<file path="config.mk">
export PLATFORM = sky130hd
export DESIGN_NAME = uart_bitclk_gen
export DESIGN_NICKNAME = d
export VERILOG_FILES = /design/src/rtl/uart_bclk_pkg.sv /design/src/rtl/uart_bclk_prescaler.sv /design/src/rtl/uart_bclk_counter.sv /design/src/rtl/uart_bitclk_gen.sv
export SDC_FILE = /design/constraint.sdc
export NUM_CORES = 1
export LEC_CHECK = 0
export BUFFER_PORTS_ARGS = -buffer_cell sky130_fd_sc_hd__buf_2
export CAP_MARGIN = 15
export CORE_AREA = 2 2 140 142
export DETAILED_ROUTE_END_ITERATION = 16
export DIE_AREA = 0 0 142 144
export PLACE_DENSITY = 0.35
export SYNTH_ARGS = -nofsm -noshare
export SYNTH_HDL_FRONTEND = slang
export SYNTH_SLANG_ARGS = --single-unit
</file>
<file path="constraint.sdc">
create_clock -name clk -period 8.58 [get_ports clk]
set_clock_uncertainty 0.1 [all_clocks]
set_input_delay 0.858 -clock clk [delete_from_list [all_inputs] [get_ports clk]]
set_output_delay 0.858 -clock clk [all_outputs]
set_load 0.03 [all_outputs]
</file>
<file path="src/rtl/uart_bclk_pkg.sv">
package uart_bclk_pkg;

    localparam int PRE_INT_W  = 6;
    localparam int PRE_FRAC_W = 3;
    localparam int DIV_W      = 16;
    localparam int OS_W       = 5;
    localparam int OS_MIN     = 4;
    localparam int OS_MAX     = 16;
    localparam int WR_W       = 16;
    localparam int ADDR_W     = 2;

    typedef enum logic [ADDR_W-1:0] {
        SEL_PRESCALE   = 2'd0,
        SEL_DIVISOR    = 2'd1,
        SEL_OVERSAMPLE = 2'd2,
        SEL_NONE       = 2'd3
    } cfg_sel_e;

    typedef struct packed {
        logic [PRE_INT_W-1:0]  pre_int;
        logic [PRE_FRAC_W-1:0] pre_frac;
        logic [DIV_W-1:0]      divisor;
        logic [OS_W-1:0]       os;
    } bclk_cfg_t;

    function automatic logic [OS_W-1:0] clamp_os(input logic [OS_W-1:0] raw);
        if (raw < OS_W'(OS_MIN)) return OS_W'(OS_MIN);
        if (raw > OS_W'(OS_MAX)) return OS_W'(OS_MAX);
        return raw;
    endfunction

    function automatic logic [PRE_INT_W-1:0] fix_int(input logic [PRE_INT_W-1:0] raw);
        return (raw == '0) ? PRE_INT_W'(1) : raw;
    endfunction

endpackage

</file>
<file path="src/rtl/uart_bclk_prescaler.sv">
module uart_bclk_prescaler #(
    parameter int INT_W  = 6,
    parameter int FRAC_W = 3
) (
    input  logic              clk,
    input  logic              rst,
    input  logic              restart,
    input  logic [INT_W-1:0]  div_int,
    input  logic [FRAC_W-1:0] div_frac,
    output logic              tick
);

    localparam int PER_W = INT_W + 1;

    typedef struct packed {
        logic [INT_W-1:0]  cnt;
        logic [FRAC_W-1:0] acc;
    } pre_st_t;

    pre_st_t st_d, st_q;

    logic [FRAC_W:0]  acc_sum;
    logic [PER_W-1:0] period;
    logic             last;

    always_comb begin
        acc_sum = {1'b0, st_q.acc} + {1'b0, div_frac};
        period  = {1'b0, div_int} + PER_W'(acc_sum[FRAC_W]);
        last    = ({1'b0, st_q.cnt} == (period - PER_W'(1)));
        tick    = last;
        st_d    = st_q;
        if (last) begin
            st_d.cnt = '0;
            st_d.acc = acc_sum[FRAC_W-1:0];
        end else begin
            st_d.cnt = st_q.cnt + INT_W'(1);
        end
        if (restart) begin
            st_d.acc = '0;
        end
    end

    always_ff @(posedge clk) begin
        if (rst) st_q <= '0;
        else     st_q <= st_d;
    end

    // the cycle counter never runs past the longest legal period
    p_cnt_bound_r3: assert property (@(posedge clk) disable iff (rst)
        st_q.cnt <= div_int)
        else $error("prescaler counter out of range");

endmodule

</file>
<file path="src/rtl/uart_bclk_counter.sv">
module uart_bclk_counter #(
    parameter int W = 16
) (
    input  logic         clk,
    input  logic         rst,
    input  logic         in_tick,
    input  logic [W-1:0] limit,
    output logic         out_tick
);

    typedef struct packed {
        logic [W-1:0] cnt;
    } cnt_st_t;

    cnt_st_t      st_d, st_q;
    logic [W-1:0] last_val;

    always_comb begin
        last_val = limit - W'(1);
        out_tick = in_tick && (st_q.cnt == last_val);
        st_d     = st_q;
        if (in_tick) begin
            st_d.cnt = out_tick ? '0 : st_q.cnt + W'(1);
        end
    end

    always_ff @(posedge clk) begin
        if (rst) st_q <= '0;
        else     st_q <= st_d;
    end

    // R4 (divisor instance) and R5 (oversample instance): count stays below limit
    p_cnt_limit_r4: assert property (@(posedge clk) disable iff (rst)
        (limit != '0) |-> (st_q.cnt < limit))
        else $error("counter beyond limit");

endmodule

</file>
<file path="src/rtl/uart_bitclk_gen.sv">
module uart_bitclk_gen
    import uart_bclk_pkg::*;
#(
    parameter logic [PRE_INT_W-1:0]  RST_PRE_INT  = 6'd33,
    parameter logic [PRE_FRAC_W-1:0] RST_PRE_FRAC = 3'd7,
    parameter logic [DIV_W-1:0]      RST_DIV      = 16'd1,
    parameter logic [OS_W-1:0]       RST_OS       = 5'd16
) (
    input  logic              clk,
    input  logic              rst,
    input  logic              wr_en,
    input  logic [ADDR_W-1:0] wr_addr,
    input  logic [WR_W-1:0]   wr_data,
    output logic              sample_tick,
    output logic              bit_tick
);

    localparam bclk_cfg_t RST_CFG = '{
        pre_int:  RST_PRE_INT,
        pre_frac: RST_PRE_FRAC,
        divisor:  RST_DIV,
        os:       RST_OS
    };

    typedef struct packed {
        bclk_cfg_t shadow;
        bclk_cfg_t active;
        logic      pend;
    } gen_st_t;

    gen_st_t st_d, st_q;

    logic pre_tick;
    logic div_tick;
    logic bit_raw;
    logic load;
    logic wr_hit;

    assign load = bit_raw & st_q.pend;

    always_comb begin
        st_d   = st_q;
        wr_hit = 1'b0;
        if (load) begin
            st_d.active = st_q.shadow;
            st_d.pend   = 1'b0;
        end
        if (wr_en) begin
            case (cfg_sel_e'(wr_addr))
                SEL_PRESCALE: begin
                    st_d.shadow.pre_int  = fix_int(wr_data[PRE_FRAC_W +: PRE_INT_W]);
                    st_d.shadow.pre_frac = wr_data[PRE_FRAC_W-1:0];
                    wr_hit = 1'b1;
                end
                SEL_DIVISOR: begin
                    st_d.shadow.divisor = wr_data[DIV_W-1:0];
                    wr_hit = 1'b1;
                end
                SEL_OVERSAMPLE: begin
                    st_d.shadow.os = clamp_os(wr_data[OS_W-1:0]);
                    wr_hit = 1'b1;
                end
                default: wr_hit = 1'b0;
            endcase
        end
        if (wr_hit) begin
            st_d.pend = 1'b1;
        end
    end

    always_ff @(posedge clk) begin
        if (rst) begin
            st_q.shadow <= RST_CFG;
            st_q.active <= RST_CFG;
            st_q.pend   <= 1'b0;
        end else begin
            st_q <= st_d;
        end
    end

    uart_bclk_prescaler #(
        .INT_W  (PRE_INT_W),
        .FRAC_W (PRE_FRAC_W)
    ) u_prescale (
        .clk      (clk),
        .rst      (rst),
        .restart  (load),
        .div_int  (st_q.active.pre_int),
        .div_frac (st_q.active.pre_frac),
        .tick     (pre_tick)
    );

    uart_bclk_counter #(
        .W (DIV_W)
    ) u_divisor (
        .clk      (clk),
        .rst      (rst),
        .in_tick  (pre_tick),
        .limit    (st_q.active.divisor),
        .out_tick (div_tick)
    );

    uart_bclk_counter #(
        .W (OS_W)
    ) u_oversample (
        .clk      (clk),
        .rst      (rst),
        .in_tick  (div_tick),
        .limit    (st_q.active.os),
        .out_tick (bit_raw)
    );

    assign sample_tick = div_tick & ~rst;
    assign bit_tick    = bit_raw & ~rst;

    // a bit strobe is always the final sample strobe of its bit
    p_bit_on_sample_r1: assert property (@(posedge clk) disable iff (rst)
        bit_tick |-> sample_tick)
        else $error("bit strobe without sample strobe");

    // the running configuration changes only across a bit boundary
    p_cfg_hold_r7: assert property (@(posedge clk) disable iff (rst)
        !bit_tick |=> $stable(st_q.active))
        else $error("configuration changed mid-bit");

    // the running oversample ratio stays within its legal range
    p_os_range_r5: assert property (@(posedge clk) disable iff (rst)
        (st_q.active.os >= OS_W'(OS_MIN)) && (st_q.active.os <= OS_W'(OS_MAX)))
        else $error("oversample ratio out of range");

endmodule

</file>
=== Word level (Yosys, flattened, before mapping) ===
Cells that the tools add are included.

* Register bits after elaboration: 91
* Bits of input ports: 21
* Word-level logic and storage cells: 61

* Add/subtract/negate cells: 8
* Magnitude comparators: 2
* Equal/unequal tests: 5
* Multiplexer cells: 18
* Bitwise operators: 4
* Reductions and logical operators: 11

{| class="wikitable"
|+ Operators with widths
! cell !! count
|-
| 5-bit 2-to-1 mux || 5
|-
| 16-bit by 1-bit adder with 16-bit output (second input constant) || 1
|-
| 16-bit == test || 1
|-
| 16-bit 2-to-1 mux || 1
|-
| 16-bit by 1-bit subtractor with 16-bit output (second input constant) || 1
|-
| 1-bit 2-to-1 mux || 11
|-
| 6-bit by 1-bit adder with 7-bit output || 1
|-
| 6-bit by 7-bit == test with 1-bit output || 1
|-
| 7-bit by 1-bit subtractor with 7-bit output (second input constant) || 1
|-
| 6-bit by 1-bit adder with 6-bit output (second input constant) || 1
|-
| 6-bit logical NOT || 1
|-
| 6-bit 2-to-1 mux || 1
|-
| 2-bit AND reduction || 3
|-
| 5-bit by 1-bit adder with 5-bit output (second input constant) || 1
|-
| 5-bit == test || 1
|-
| 5-bit > comparator (second input constant) || 1
|-
| 5-bit by 3-bit < comparator with 1-bit output (second input constant) || 1
|-
| 5-bit by 1-bit subtractor with 5-bit output (second input constant) || 1
|-
| 3-bit by 3-bit adder with 4-bit output || 1
|-
| 2-bit OR reduction || 2
|-
| 1-bit AND || 3
|-
| 3-bit OR reduction || 1
|-
| 2-bit by 1-bit == test with 1-bit output (second input constant) || 1
|-
| 2-bit == test (second input constant) || 1
|-
| other kinds (4) || 5
|}

=== Longest topological paths before layout ===
* Depth in word-level cells: 9
* Mapped depth: 14

=== By module ===
A second synthesis with hierarchy kept.

* Cells, all modules: 549
* Area total of the unflattened synthesis: 4642.0 um^2

{| class="wikitable"
|+ By module, submodules not included
! module !! times used !! cells an instance !! area an instance (um^2)
|-
| uart_bitclk_gen || 1 || 268 || 2257.2
|-
| uart_bclk_counter (u_divisor) || 1 || 174 || 1395.1
|-
| uart_bclk_prescaler || 1 || 71 || 644.4
|-
| uart_bclk_counter (u_oversample) || 1 || 36 || 345.3
|}

=== Worst setup path before layout ===
Ideal clock, no wire load.

* Path kind: reg-to-output
* Start point: reg st_q[23] (netlist bit)
* End point: out bit_tick
* Data arrival time: 3495 ps
* Required time: 7622 ps
* Path slack: 4127 ps
* Cell stages (with the launch flop): 13
* Cells stage by stage: dfxtp_1 -> ha_1 -> a21o_1 -> a21oi_1 -> ha_1 -> ha_1 -> o311ai_0 -> or4_1 -> nand3_1 -> nor4b_1 -> nand4_1 -> buf_2 -> nor4_1

* Longest elaborated chain between the ends: 7

{| class="wikitable"
|+ Ends and longest elaborated chain
! element !! RTL line !! RTL
|-
| start, declared || uart_bitclk_gen.sv:31 || <nowiki>gen_st_t st_d, st_q;</nowiki>
|-
| start signal, assigned || uart_bitclk_gen.sv:77 || <nowiki>st_q <= st_d;</nowiki>
|-
| 3-bit by 3-bit adder with 4-bit output || uart_bclk_prescaler.sv:27 || <nowiki>acc_sum = {1'b0, st_q.acc} + {1'b0, div_frac};</nowiki>
|-
| 6-bit by 1-bit adder with 7-bit output || uart_bclk_prescaler.sv:28 || <nowiki>period = {1'b0, div_int} + PER_W'(acc_sum[FRAC_W]);</nowiki>
|-
| 7-bit by 1-bit subtractor with 7-bit output || uart_bclk_prescaler.sv:29 || <nowiki>last = ({1'b0, st_q.cnt} == (period - PER_W'(1)));</nowiki>
|-
| 6-bit by 7-bit == test with 1-bit output || uart_bclk_prescaler.sv:29 ||
|-
| 1-bit logical AND (2 in a row) || uart_bclk_counter.sv:20 || <nowiki>out_tick = in_tick && (st_q.cnt == last_val);</nowiki>
|-
| 1-bit AND || uart_bitclk_gen.sv:114 || <nowiki>assign bit_tick = bit_raw & ~rst;</nowiki>
|-
| end, declared || uart_bitclk_gen.sv:15 || <nowiki>output logic bit_tick</nowiki>
|}

Every way passes these cells.

=== Final worst setup path ===
Same ends and word-level chain as after synthesis.

==> impl_table.tex <==
\begin{tabular}{lr}
\hline
Metric & Value \\
\hline
\multicolumn{2}{l}{\textbf{Global routing}} \\
Number of global-route vias before repair & 3880 \\
Total track usage & 13.2\% \\
Pin count of the biggest net entering global routing & 76 \\
Total grt overflow & 0 \\
Wire length of the first global-routing pass & 20.9 mm \\
Antenna violations before repair & 0 \\
\multicolumn{2}{l}{\textbf{Drt}} \\
Post-detailed-route DRC marker count & 0 \\
Number of design-rule violations left by the first detailed-router iteration & 246 \\
Mean number of vias per cell & 4.90 \\
Via total after detailed routing & 3953 \\
Total Routed Length & 13.0 mm \\
First-pass DRT Iterations & 4 \\
WL/cell & 16.1 um \\
Antenna violation net count after detailed routing & 0 \\
\multicolumn{2}{l}{\textbf{Placed design}} \\
Estimated wirelength of the detail-placed design & between 8 and 9 mm \\
Final RePlAce weighted congestion & 0.742 \\
Number of buffers inserted by port buffering & 22 \\
\multicolumn{2}{l}{\textbf{Outcome}} \\
Status & finished, final reports clean \\
\multicolumn{2}{l}{\textbf{Finish}} \\
Final Net Count & $\sim$600 \\
Growth of design area from synthesis to finish & 13.9\% \\
Antenna cells & 0 \\
Commonest cells after routing, fill and taps aside & sky130\_fd\_sc\_hd\_\_dfxtp\_1 (91), sky130\_fd\_sc\_hd\_\_a21oi\_1 (64), sky130\_fd\_sc\_hd\_\_nand2\_1 (46) \\
Most frequent standard cell in the layout excluding fill and tap cells & sky130\_fd\_sc\_hd\_\_dfxtp\_1 \\
Core Util, Final & approximately 28\% \\
Ratio of cells with drive above 1 in the final layout & 10.5\% \\
Fill cells & between 2k and 2.5k \\
\multicolumn{2}{l}{\textbf{Critical path}} \\
Critical path capture point type & primary output \\
Maximum net fanout on the critical path & 37 \\
Required arrival time at the worst endpoint & around 7.6 ns \\
Worst reg2reg path endpoint & u\_oversample.st\_q[0]\$\_SDFFE\_PP0N\_ \\
Element type at the critical path start & flop \\
Worst R2R Setup Slack & 4.59 ns \\
Worst Path Class, Setup & flop to primary output \\
Worst r2r src & st\_q[23]\$\_SDFFE\_PP1P\_ \\
Worst Path Arrival & 4.01 ns \\
FF-to-FF path depth & 13 \\
\multicolumn{2}{l}{\textbf{Logic synthesis}} \\
Post-synthesis sequential element count & 91 \\
Multiplexer fraction of the synthesized cell area & 1.51\% \\
Main flop type after synthesis & sky130\_fd\_sc\_hd\_\_dfxtp\_1 \\
Gate count after technology mapping & 560 \\
Count of warnings emitted by yosys & 0 \\
Number of distinct library cell variants in the gate-level netlist after synthesis & 52 \\
Synth Area in Simple Gates & 25.5\% \\
Number of flops mapped to enable cells by yosys & 0 \\
Per-instance average area after synthesis & 8.28 sq um \\
Compound-Gate Fraction of Synth Area & 16.3\% \\
Share of flip-flops with an asynchronous set or reset after synthesis & 0\% \\
Area of the mapped netlist & between 4000 and 5000 sq um \\
Post-synthesis share of cell area spent on xor and xnor gates & 9.23\% \\
Seq/Total Area, Yosys & 39.3\% \\
Combinational family with the most area after synthesis & simple AND/OR/NAND/NOR gates \\
Synthesized Nets & about 590 \\
Synthesized-area fraction occupied by adder cells & under 10\% \\
\multicolumn{2}{l}{\textbf{STA}} \\
Tightest Pin Transition & roughly 1.1 ns \\
Setup violations, final & 0 \\
RSZ-0062 raised after global routing & false \\
Worst-case headroom to the max-slew limit & 28.3\% \\
Endpoints failing hold & 0 \\
Period Utilization, post-route & 57.9\% \\
Max-slew violation count & 0 \\
Maximum frequency from static timing analysis & 0.201 GHz \\
Setup TNS & 0 ns \\
Minimum period implied by the final worst setup slack & 4.97 ns \\
Final worst hold slack & approximately 0.36 ns \\
\multicolumn{2}{l}{\textbf{Clock tree}} \\
TritonCTS sink count & 91 \\
H-tree depth reported by CTS & 3 \\
Post-CTS Hold Fix Bufs & 0 \\
Clock latency on the worst-skew pair & 0.34 ns \\
Number of buffers inserted during clock tree synthesis & 9 \\
CTS tree & built \\
Post-CTS resize count & 0 \\
Clock Root Buffer & sky130\_fd\_sc\_hd\_\_clkbuf\_16 \\
Clock transition at path regs & 0.07 ns \\
Total setup buffers inserted after CTS & 0 \\
Bufs on Longest Clock Path & 2 \\
\multicolumn{2}{l}{\textbf{Floorplanning}} \\
Core area & 19100 sq um \\
Die extent in y & 144 um \\
Die Area & around 20000 sq um \\
Horiz. Die Dim & 142 um \\
\# IOs & 23 \\
Starting density of the core & approximately a quarter \\
Site row count & 51 \\
\multicolumn{2}{l}{\textbf{Min path}} \\
Min-Delay Endpoint & st\_q[49]\$\_SDFFE\_PP0P\_ \\
Worst min-delay path category & flop to flop \\
Number of cells traversed by the worst hold path & 2 \\
Launch instance of the worst min-delay path & st\_q[49]\$\_SDFFE\_PP0P\_ \\
\multicolumn{2}{l}{\textbf{Power and ir drop}} \\
Lkg Pwr & 1.88 nW \\
Largest vdd supply drop & 0.0896 mV \\
Ratio of total power to cell area & 177 nW/um\^{}2 \\
\multicolumn{2}{l}{\textbf{Job}} \\
Number of maximum-capacitance constraint violations & 0 \\
\hline
\end{tabular}
Yosys cell counts, types with 2 or more instances:
master,count,share of area [%]
sky130_fd_sc_hd__a21oi_1,64,6.9
sky130_fd_sc_hd__nand3b_1,5,0.81
sky130_fd_sc_hd__dfxtp_1,91,39
sky130_fd_sc_hd__o31ai_1,4,0.65
sky130_fd_sc_hd__o21bai_1,7,1.1
sky130_fd_sc_hd__nand4_1,15,2.0
sky130_fd_sc_hd__nor3_1,26,2.8
sky130_fd_sc_hd__o21ai_0,30,3.2
sky130_fd_sc_hd__or4_4,2,0.49
sky130_fd_sc_hd__xnor2_1,24,4.5
sky130_fd_sc_hd__a211oi_1,3,0.49
sky130_fd_sc_hd__and3_1,6,0.81
sky130_fd_sc_hd__buf_2,11,1.2
sky130_fd_sc_hd__o211a_1,2,0.43
sky130_fd_sc_hd__ha_1,10,2.7
sky130_fd_sc_hd__nand4b_1,2,0.38
sky130_fd_sc_hd__clkbuf_1,19,1.5
sky130_fd_sc_hd__nor3b_1,5,0.81
sky130_fd_sc_hd__nor2b_1,12,1.6
sky130_fd_sc_hd__a22oi_1,2,0.32
sky130_fd_sc_hd__nor2_1,35,2.8
sky130_fd_sc_hd__nor2_2,10,1.3
sky130_fd_sc_hd__nand3_1,36,3.9
sky130_fd_sc_hd__inv_1,16,1.3
sky130_fd_sc_hd__nand2b_1,4,0.54
sky130_fd_sc_hd__and3b_1,2,0.38
sky130_fd_sc_hd__mux2i_1,7,1.5
sky130_fd_sc_hd__a211o_1,6,1.1
sky130_fd_sc_hd__nand2_1,46,3.7
sky130_fd_sc_hd__nor4_1,6,0.81
sky130_fd_sc_hd__or2_2,2,0.27
sky130_fd_sc_hd__or4_1,4,0.65
sky130_fd_sc_hd__buf_6,4,0.97
sky130_fd_sc_hd__nand4bb_1,2,0.49
sky130_fd_sc_hd__xor2_1,23,4.3
state kept, by name, summed over array words and instances, names as in the netlist:
name               count
st_q                  61
u_prescale.st_q        9
u_divisor.st_q        16
u_oversample.st_q      5
layer usage:
layer	share of wire, %	global-route usage (%)	routed length (um)
met5	0	0	0
met2	46	20.8	5930
met3	2.9	2.05	370
met1	49	17.9	6420
met4	2.0	5.37	260
cell type report:
type | count | area [sq um] | area share, %
Timing Repair Buffer | 27 | 168 | 3.17
Multi-Input combinational cell | 419 | 2590 | 49.0
Inverter | 16 | 60.1 | 1.14
Clock buffer | 12 | 246 | 4.67
Tap cell | 238 | 298 | 5.64
Clock inverter | 4 | 97.6 | 1.85
Sequential cell | 91 | 1820 | 34.5
kinds of logic (layout without fill, tap and decap cells):
| logic type | Yosys count | in the layout |
|---|---|---|
| xor+xnor | 48 | 48 |
| compound gates | 128 | 128 |
| buf+inv | 50 | 59 |
| flops | 91 | 91 |
| simple gates | 225 | 225 |
| fa+ha+maj | 11 | 11 |
| mux | 7 | 7 |
stage by stage:
step / power (mW) / cell area (sq um) / setup slack (ns) / cells
3_3_place_gp: 0.478 / 4910 / 4.22 / 790
2_1_floorplan: 0.464 / 4640 / 4.13 / 560
5_1_grt: 0.967 / 5280 / 3.25 / 807
3_5_place_dp: 0.478 / 4940 / 4.04 / 791
4_1_cts: 0.946 / 5280 / 3.64 / 807
6_report: 0.933 / 5280 / 3.61 / 807
critical path: stages (launching register included):
cell and delay (ns):
sky130_fd_sc_hd__dfxtp_1 0.32, sky130_fd_sc_hd__ha_1 0.29, sky130_fd_sc_hd__a21o_1 0.19, sky130_fd_sc_hd__a21oi_1 0.17
sky130_fd_sc_hd__ha_1 0.18, sky130_fd_sc_hd__ha_1 0.22, sky130_fd_sc_hd__o311ai_0 0.14, sky130_fd_sc_hd__or4_1 0.41
sky130_fd_sc_hd__nand3_1 0.11, sky130_fd_sc_hd__nor4b_1 0.40, sky130_fd_sc_hd__nand4_1 0.34, sky130_fd_sc_hd__buf_4 0.37
sky130_fd_sc_hd__nor4_1 0.27, sky130_fd_sc_hd__buf_2 0.24
how the worst max path moves through the flow:
stage	start	endpoint	slack [ns]	cells past startpoint
after global placement	st_q[23]$_SDFFE_PP1P_	bit_tick	4.22	13
after global routing	st_q[23]$_SDFFE_PP1P_	bit_tick	3.25	13
final	st_q[23]$_SDFFE_PP1P_	bit_tick	3.61	13
after floorplan	st_q[23]$_SDFFE_PP1P_	bit_tick	4.13	12
after detailed placement	st_q[23]$_SDFFE_PP1P_	bit_tick	4.04	13
after CTS	st_q[23]$_SDFFE_PP1P_	bit_tick	3.64	13
report_power, final:
part | internal (mW) | switching (mW) | total, mW
Clock | 0.293 | 0.172 | 0.466
Combinational | 0.0129 | 0.0214 | 0.0344
Sequential | 0.429 | 0.00473 | 0.434
Total | 0.735 | 0.198 | 0.933
No activity file was read; power rests on OpenSTA's default activity.
